$ cat src/rtl/ptw_pkg.sv
package ptw_pkg;

    localparam int VA_W     = 32;
    localparam int IDX_W    = 10;
    localparam int OFF_W    = 12;
    localparam int WORD_W   = 32;
    localparam int PN_W     = VA_W - OFF_W;
    localparam int RIGHTS_W = 3;
    localparam int BYTE_SH  = $clog2(WORD_W / 8);

    typedef enum logic [2:0] {
        ST_IDLE,
        ST_RD_SUP,
        ST_WT_SUP,
        ST_RD_SEC,
        ST_WT_SEC,
        ST_DONE,
        ST_FAULT
    } walk_state_e;

    typedef struct packed {
        logic [PN_W-1:0]     frame;
        logic                dirty;
        logic [RIGHTS_W-1:0] rights;
        logic                present;
    } pte_t;

    function automatic pte_t unpack_pte(input logic [WORD_W-1:0] w);
        pte_t p;
        p.present = w[0];
        p.rights  = w[RIGHTS_W:1];
        p.dirty   = w[RIGHTS_W+1];
        p.frame   = w[WORD_W-1 -: PN_W];
        return p;
    endfunction

endpackage

$ cat src/rtl/ptw_addr_gen.sv
module ptw_addr_gen
    import ptw_pkg::*;
(
    input  logic [VA_W-1:0] vaddr,
    input  logic [PN_W-1:0] base_frame,
    input  logic [PN_W-1:0] sec_frame,
    output logic [VA_W-1:0] sup_addr,
    output logic [VA_W-1:0] sec_addr
);
    localparam int SUP_LSB = OFF_W + IDX_W;

    logic [IDX_W-1:0] sup_idx;
    logic [IDX_W-1:0] sec_idx;

    assign sup_idx  = vaddr[SUP_LSB +: IDX_W];
    assign sec_idx  = vaddr[OFF_W +: IDX_W];
    assign sup_addr = {base_frame, sup_idx, {BYTE_SH{1'b0}}};
    assign sec_addr = {sec_frame,  sec_idx, {BYTE_SH{1'b0}}};
endmodule

$ cat src/rtl/ptw_entry_dec.sv
module ptw_entry_dec
    import ptw_pkg::*;
(
    input  logic [WORD_W-1:0] word,
    output pte_t              pte
);
    assign pte = unpack_pte(word);
endmodule

$ cat src/rtl/ptw_walker.sv
module ptw_walker
    import ptw_pkg::*;
(
    input  logic                clk,
    input  logic                rst,
    input  logic                req_valid,
    input  logic [VA_W-1:0]     req_vaddr,
    output logic                req_ready,
    input  logic [PN_W-1:0]     table_base,
    output logic                mem_req,
    output logic [VA_W-1:0]     mem_addr,
    input  logic                mem_rvalid,
    input  logic [WORD_W-1:0]   mem_rdata,
    output logic                walk_done,
    output logic                walk_abort,
    output logic                abort_second,
    output logic [PN_W-1:0]     out_ppn,
    output logic [RIGHTS_W-1:0] out_rights,
    output logic                out_dirty,
    output logic [VA_W-1:0]     out_paddr
);
    walk_state_e     state_q;
    logic [VA_W-1:0] vaddr_q;
    logic [PN_W-1:0] sec_frame_q;
    pte_t            res_q;
    logic            abort_sec_q;

    logic [VA_W-1:0] sup_addr;
    logic [VA_W-1:0] sec_addr;
    pte_t            rd_pte;

    ptw_addr_gen u_addr (
        .vaddr      (vaddr_q),
        .base_frame (table_base),
        .sec_frame  (sec_frame_q),
        .sup_addr   (sup_addr),
        .sec_addr   (sec_addr)
    );

    ptw_entry_dec u_dec (
        .word (mem_rdata),
        .pte  (rd_pte)
    );

    always_ff @(posedge clk) begin
        if (rst) begin
            state_q     <= ST_IDLE;
            vaddr_q     <= '0;
            sec_frame_q <= '0;
            res_q       <= '0;
            abort_sec_q <= 1'b0;
        end else begin
            unique case (state_q)
                ST_IDLE: begin
                    if (req_valid) begin
                        vaddr_q <= req_vaddr;
                        state_q <= ST_RD_SUP;
                    end
                end
                ST_RD_SUP: state_q <= ST_WT_SUP;
                ST_WT_SUP: begin
                    if (mem_rvalid) begin
                        if (rd_pte.present) begin
                            sec_frame_q <= rd_pte.frame;
                            state_q     <= ST_RD_SEC;
                        end else begin
                            abort_sec_q <= 1'b0;
                            state_q     <= ST_FAULT;
                        end
                    end
                end
                ST_RD_SEC: state_q <= ST_WT_SEC;
                ST_WT_SEC: begin
                    if (mem_rvalid) begin
                        if (rd_pte.present) begin
                            res_q   <= rd_pte;
                            state_q <= ST_DONE;
                        end else begin
                            abort_sec_q <= 1'b1;
                            state_q     <= ST_FAULT;
                        end
                    end
                end
                ST_DONE:  state_q <= ST_IDLE;
                ST_FAULT: state_q <= ST_IDLE;
                default:  state_q <= ST_IDLE;
            endcase
        end
    end

    always_comb begin
        mem_addr = sup_addr;
        if (state_q == ST_RD_SEC || state_q == ST_WT_SEC) begin
            mem_addr = sec_addr;
        end
    end

    assign req_ready    = (state_q == ST_IDLE);
    assign mem_req      = (state_q == ST_RD_SUP) || (state_q == ST_RD_SEC);
    assign walk_done    = (state_q == ST_DONE);
    assign walk_abort   = (state_q == ST_FAULT);
    assign abort_second = abort_sec_q;
    assign out_ppn      = res_q.frame;
    assign out_rights   = res_q.rights;
    assign out_dirty    = res_q.dirty;
    assign out_paddr    = {res_q.frame, vaddr_q[OFF_W-1:0]};

endmodule

$ cat config.mk
export PLATFORM = sky130hd
export DESIGN_NAME = ptw_walker
export DESIGN_NICKNAME = d
export VERILOG_FILES = /design/src/rtl/ptw_pkg.sv /design/src/rtl/ptw_addr_gen.sv /design/src/rtl/ptw_entry_dec.sv /design/src/rtl/ptw_walker.sv
export SDC_FILE = /design/constraint.sdc
export NUM_CORES = 1
export LEC_CHECK = 0
export BUFFER_PORTS_ARGS = -buffer_cell sky130_fd_sc_hd__buf_2
export CORE_MARGIN = 3
export CORE_UTILIZATION = 47
export CTS_CLUSTER_SIZE = 10
export DETAILED_ROUTE_END_ITERATION = 12
export GPL_TIMING_DRIVEN = 0
export PLACE_DENSITY = 0.77
export SYNTH_ARGS = -nofsm -noshare
export SYNTH_HDL_FRONTEND = slang
export SYNTH_SLANG_ARGS = --single-unit
$ cat constraint.sdc
create_clock -name clk -period 2.12 [get_ports clk]
set_input_delay 0.318 -clock clk [delete_from_list [all_inputs] [get_ports clk]]
set_output_delay 0.318 -clock clk [all_outputs]
set_load 0.02 [all_outputs]
Yosys cells after proc, flatten, opt, wreduce, memory -nomap -nowiden
Index checks and enable logic that the tools add are counted.
{"block": "totals", "wordCells": 39, "reg_bits": 80, "input_bits": 88, "out_inout_bits": 93}
{"block": "classes", "muxes": 12, "n_reduce_logical": 9, "eq_ne": 11}
{"op": "32-bit 2-to-1 mux", "n": 1}
{"op": "3-bit one-hot mux with 5 select lines", "n": 1}
{"op": "3-bit 2-to-1 mux", "n": 4}
{"op": "2-bit != test, second input constant", "n": 5}
{"op": "3-bit equality test, second input constant", "n": 3}
{"op": "3-bit AND reduction", "n": 3}
{"op": "3-bit by 2-bit equality test with 1-bit output, second input constant", "n": 2}
{"op": "5-bit AND reduction", "n": 1}
{"op": "1-bit 2-to-1 mux", "n": 4}
{"op": "3-bit by 1-bit equality test with 1-bit output, second input constant", "n": 1}
{"op": "3-bit logical NOT", "n": 1}
{"op": "1-bit logical OR", "n": 2}
{"op": "2-bit 2-to-1 mux", "n": 1}
{"op": "1-bit one-hot mux with 2 select lines", "n": 1}
{"op": "2-bit AND reduction", "n": 1}
{"op": "2-bit nonzero test", "n": 1}

Longest topological paths before layout
{"block": "logic_depth", "depth_word": 3, "mapped_depth": 6, "mapped_depth_nobuf": 3}

Hierarchy
Synthesis repeated with hierarchy kept, for this count alone.
{"block": "unflattened", "cells_unflattened": 503, "hier_area_um2": 4665.7}
{"module": "ptw_walker", "cells_each": 413, "seq_area_each_um2": 1601.5, "area_per_inst_um2": 3993.8, "instances": 1}
{"module": "ptw_addr_gen", "cells_each": 65, "seq_area_each_um2": 0.0, "area_per_inst_um2": 484.2, "instances": 1}
{"module": "ptw_entry_dec", "cells_each": 25, "seq_area_each_um2": 0.0, "area_per_inst_um2": 187.7, "instances": 1}

Worst setup path before layout
No wires, ideal clock.
{"block": "synth_timing", "path_kind": "reg2out", "startpoint": "register state_q[1]", "endpoint": "output port mem_addr[10]", "setup_slack_ps": 468, "arrival_ps": 1334, "t_required_ps": 1802, "stages_incl_launch_ff": 6, "n_path_buf": 2, "cell_sequence": "dfxtp_1 -> buf_4 -> nor2_1 -> a22o_1 -> buf_6 -> mux2_4"}
{"block": "synth_between", "elab_chain_len": 3, "elab_cells_between_ends": 4, "classes_between": "2 x eq/ne; 1 x mux; 1 x reduce/logical"}
{"item": "start, declared", "line_no": "ptw_walker.sv:22", "text": "walk_state_e state_q;"}
{"item": "start signal, assigned", "line_no": "ptw_walker.sv:47", "text": "state_q <= ST_IDLE;"}
{"item": "start signal, assigned", "line_no": "ptw_walker.sv:57", "text": "state_q <= ST_RD_SUP;"}
{"item": "start signal, assigned", "line_no": "ptw_walker.sv:60", "text": "ST_RD_SUP: state_q <= ST_WT_SUP;"}
{"item": "3-bit by 2-bit equality test with 1-bit output / 3-bit equality test (equally long branches)", "line_no": "ptw_walker.sv:93", "text": "if (state_q == ST_RD_SEC || state_q == ST_WT_SEC) begin"}
{"item": "1-bit logical OR (*)", "line_no": "ptw_walker.sv:93"}
{"item": "32-bit 2-to-1 mux (*)", "line_no": "ptw_walker.sv:93"}
{"item": "end, declared", "line_no": "ptw_walker.sv:11", "text": "output logic [VA_W-1:0] mem_addr,"}
Mark *: on every way between the ends. The rest lies on a longest branch, timed or not.

Final worst setup path
{"block": "layout_timing", "startpoint": "register state_q[2]", "endpoint": "output port mem_addr[5]"}
The elaborated chain is that of the path after synthesis.

==> metrics.md <==
| Metric | Value |
|---|---|
| Compound-Gate Fraction of Synth Area | `0.0530` |
| # setup viols final | `0` |
| Core ar. | `0.00789 mm2` |
| Largest family of logic cells by synthesized area | `multiplexers` |
| Hold WS | `0.201 ns` |
| CP most frequent cell | `buf_6` |
| WP data required | `1.80 ns` |
| Pwr dens | `768 mW/mm2` |
| All-Layer GR Usage | `0.217` |
| Mux share of post-synthesis cell area | `0.234` |
| Stages on worst setup path | `5` |
| Fmax | `0.474 GHz` |
| Die area | `0.00942 mm2` |
| Synth Register Bits | `80` |
| Peak per-stage delay on the critical path | `0.37 ns` |
| Skew final | `0.00589 ns` |
| CP delay by family, top | `buffers and inverters` |
| Slew headroom | `0.653` |
| Die W | `97.0 um` |
| Clk root buf | `clkbuf_8` |
| Reg2Reg Setup Slack | `0.41 ns` |
| Via-to-Cell Ratio | `4.89` |
| Post-Synth Adder-Cell Area | `0.00257` |
| Mean Syn Cell Area | `9.69 um2` |
| Worst Hold Class | `input pin to flip-flop` |
| Setup TNS | `0 ns` |
| Filler cells | `640` |
| Crit path max fanout | `10` |
| Tightest Pin Transition | `0.521 ns` |
| Pwr Total | `4200 uW` |
| Switching share of power | `0.285` |
| TritonCTS clock tree | `yes` |
| Synth Area in Simple Gates | `0.206` |
| CP arrival | `1.79 ns` |
| Largest net degree at the start of global routing | `15` |
| Crit path to | `mem_addr[5]` |
| CTS H-Tree Depth | `3` |
| Internal power | `3000 uW` |
| DRC errors left | `0` |
| Fin nets | `679` |
| GPL Wtd Cong | `0.822` |
| Iter 0 DRT Violations | `49` |
| Worst-path clk slew | `0.08 ns` |
| Port Buffers | `170` |
| # rows | `32` |
| Post-DP HPWL | `7.82 mm` |
| Final non-filler cell total | `698` |
| First-pass GRT wire length | `16.7 mm` |
| Worst reg2reg path depth | `7` |
| Initial core utilization | `0.494` |
| Crit-path cells | `buf_6, a22o_4, clkbuf_16, mux2_4, buf_6` |
| Yosys cell types | `32` |
| Critical path startpoint | `state_q[2]` |
| Initial antenna violation count | `1` |
| Fin crit share | `0.996` |
| # hold bufs at CTS | `0` |
| Chip height | `97.0 um` |
| Worst r2r src | `state_q[1]` |
| Share of cells above drive strength 1 | `0.456` |
| Maxcap violations | `0` |
| Antenna cells | `0` |
| Sequential fraction of the synthesis area | `0.411` |
| Mapped cell area | `0.00389 mm2` |
| Syn Inst Count | `402` |
| Vias | `3413` |
| Worst setup path class | `flip-flop to primary output` |
| Cell count after placement | `675` |
| Later-pin clock latency in the skew report | `0.35 ns` |
| Num Clock Sinks | `80` |
| CP Capture Type | `primary output` |
| Clock Power Share | `0.328` |
| Max clock buf depth | `2` |
| Synth area leaders | `dfxtp_1 (41%), mux2i_1 (12%), mux2_4 (12%), nand2b_1 (11%), nand2_1 (6.3%)` |
| Vias in the first global route | `3443` |
| Unrepaired setup endpoints after global routing | `true` |
| WP buf/inv | `3` |
| Hold Violations, Final | `0` |
| Sequential power share | `0.395` |
| Area growth from synthesis to layout | `40.4%` |
| Drt total wl | `10.5 mm` |
| Io pins | `181` |
| Post-route minimum period | `2.11 ns` |
| Combinational share of power | `0.277` |
| Net switching power | `1200 uW` |
| Synth Area in XOR/XNOR | `0.00225` |
| Startpoint types | `flip-flop` |
| Total number of yosys warnings | `0` |
| Routed len/inst | `15.1 um` |
| Grt ovf | `0` |
| Num CTS Buffers | `9` |
| Worst r2r dst | `vaddr_q[19]` |
| Final Max Slew Viols | `0` |
| Leakage power | `0.00269 uW` |
| Outcome | `finished, final reports clean` |
| Worst vdd ir | `570 uV` |
| DRT antenna net count | `0` |
| Slowest cell on crit path | `dfxtp_4` |
| Share of the synthesized area in the top cell type | `0.411` |
| Synth area leader | `dfxtp_1` |
| TritonRoute pass-1 iters | `4` |
how the worst min path moves through the flow:
stage	from	end	slack, ns	cells after the start
4_1_cts	req_vaddr[14]	vaddr_q[14]	0.19	3
3_5_place_dp	vaddr_q[7]	vaddr_q[7]	0.45	2
3_3_place_gp	vaddr_q[4]	vaddr_q[4]	0.44	2
6_report	req_vaddr[5]	vaddr_q[5]	0.20	3
2_1_floorplan	vaddr_q[22]	vaddr_q[22]	0.44	2
5_1_grt	req_vaddr[13]	vaddr_q[13]	0.19	3
final cells by class:
| class | count | area (um2) | share of cell area |
|---|---|---|---|
| buffer | 51 | 374 | 0.0684 |
| sequential | 80 | 1610 | 0.294 |
| inverter | 2 | 7.51 | 0.00137 |
| tap | 102 | 128 | 0.0233 |
| clock buffer | 10 | 138 | 0.0252 |
| clock inverter | 6 | 115 | 0.0210 |
| timing repair buffer | 177 | 1130 | 0.207 |
| multi-input combinational | 270 | 1970 | 0.360 |
registers in the layout, indices dropped and copies added (netlist names):
| register | count |
|---|---|
| vaddr_q | 32 |
| out_ppn | 20 |
| sec_frame_q | 20 |
| out_rights | 3 |
| state_q | 3 |
| abort_second | 1 |
| out_dirty | 1 |
cell usage in the layout, fill, tap and decap left out, types with 2 or more instances in the layout:
cell type / synthesis / layout
buf_1: 2 / 2
buf_4: 23 / 26
nor2b_1: 3 / 2
clkbuf_16: 0 / 2
inv_1: 2 / 2
and3_1: 2 / 2
dfxtp_2: 0 / 2
mux2_4: 30 / 30
clkbuf_8: 0 / 10
buf_12: 0 / 2
a21oi_1: 34 / 34
buf_2: 10 / 149
o21ai_0: 2 / 2
dfxtp_1: 80 / 77
conb_1: 1 / 2
nand2b_1: 68 / 68
nand3_1: 2 / 2
nand2_1: 65 / 65
buf_6: 7 / 37
clkbuf_1: 9 / 9
bufinv_16: 0 / 3
mux2i_1: 46 / 46
cell families after synthesis:
kind of cell | count (synthesis)
DFF | 80
other | 1
and+or+nand+nor | 151
buffers and inverters | 53
xor gates and xnor gates | 1
adders and majority gates | 1
muxes | 76
AOI/OAI and AO/OA | 39
power groups by stage:
stage,registers (uW),clock network (uW),logic (uW)
floorplan,1710,0,643
global placement,1680,0,956
detailed placement,1690,0,972
CTS,1660,1410,1020
global route,1670,1490,1250
finish,1660,1380,1160
timing repair:
action,4_1_cts,5_1_grt
cloned,1,2
setup buffers,2,2
pin swaps,1,2
resized for setup,16,65
endpoints found under the setup margin,30,30
routing by layer:
metal | routed length [um] | vias up | global-route usage | part of all wire
met4 | 154 | 2 | 0.0788 | 0.015
met5 | 9 | - | 0 | 0.00086
met1 | 4340 | 1577 | 0.255 | 0.41
met2 | 5220 | 132 | 0.377 | 0.50
li1 | - | 1687 | - | -
met3 | 788 | 15 | 0.0598 | 0.075
synthesized netlist by cell type:
library cell,count
a22o_1,1
buf_2,10
mux2i_1,46
o21ai_0,2
or4b_1,1
buf_6,7
and2b_1,1
a31o_2,1
a2bb2oi_1,1
mux2_4,30
conb_1,1
nor2_1,2
dfxtp_1,80
xor2_1,1
and3b_1,1
and2_1,1
nor2b_1,3
nor4b_1,1
and3_1,2
maj3_1,1
inv_1,2
buf_1,2
nor4b_4,1
buf_4,23
a21oi_1,34
nand2_1,65
nand2b_1,68
nand3_1,2
nor3_1,1
nor4_1,1
and2b_2,1
clkbuf_1,9
stage by stage:
step	instance area, um2	utilization	setup WS [ns]
after floorplan	3900	-	0.468
after global placement	4880	0.618	0.256
after detailed placement	4880	0.618	0.230
after CTS	5200	0.659	0.000886
after global routing	5470	0.694	-0.0368
final	5470	0.694	0.00950
worst reg2reg max path: stages (launching register included):
cell	delay (ns)
dfxtp_2	0.34
buf_6	0.12
buf_4	0.12
buf_4	0.16
nor4b_4	0.37
buf_2	0.30
nand2_1	0.10
a21oi_1	0.13
Power figures use the tool's default switching activity.
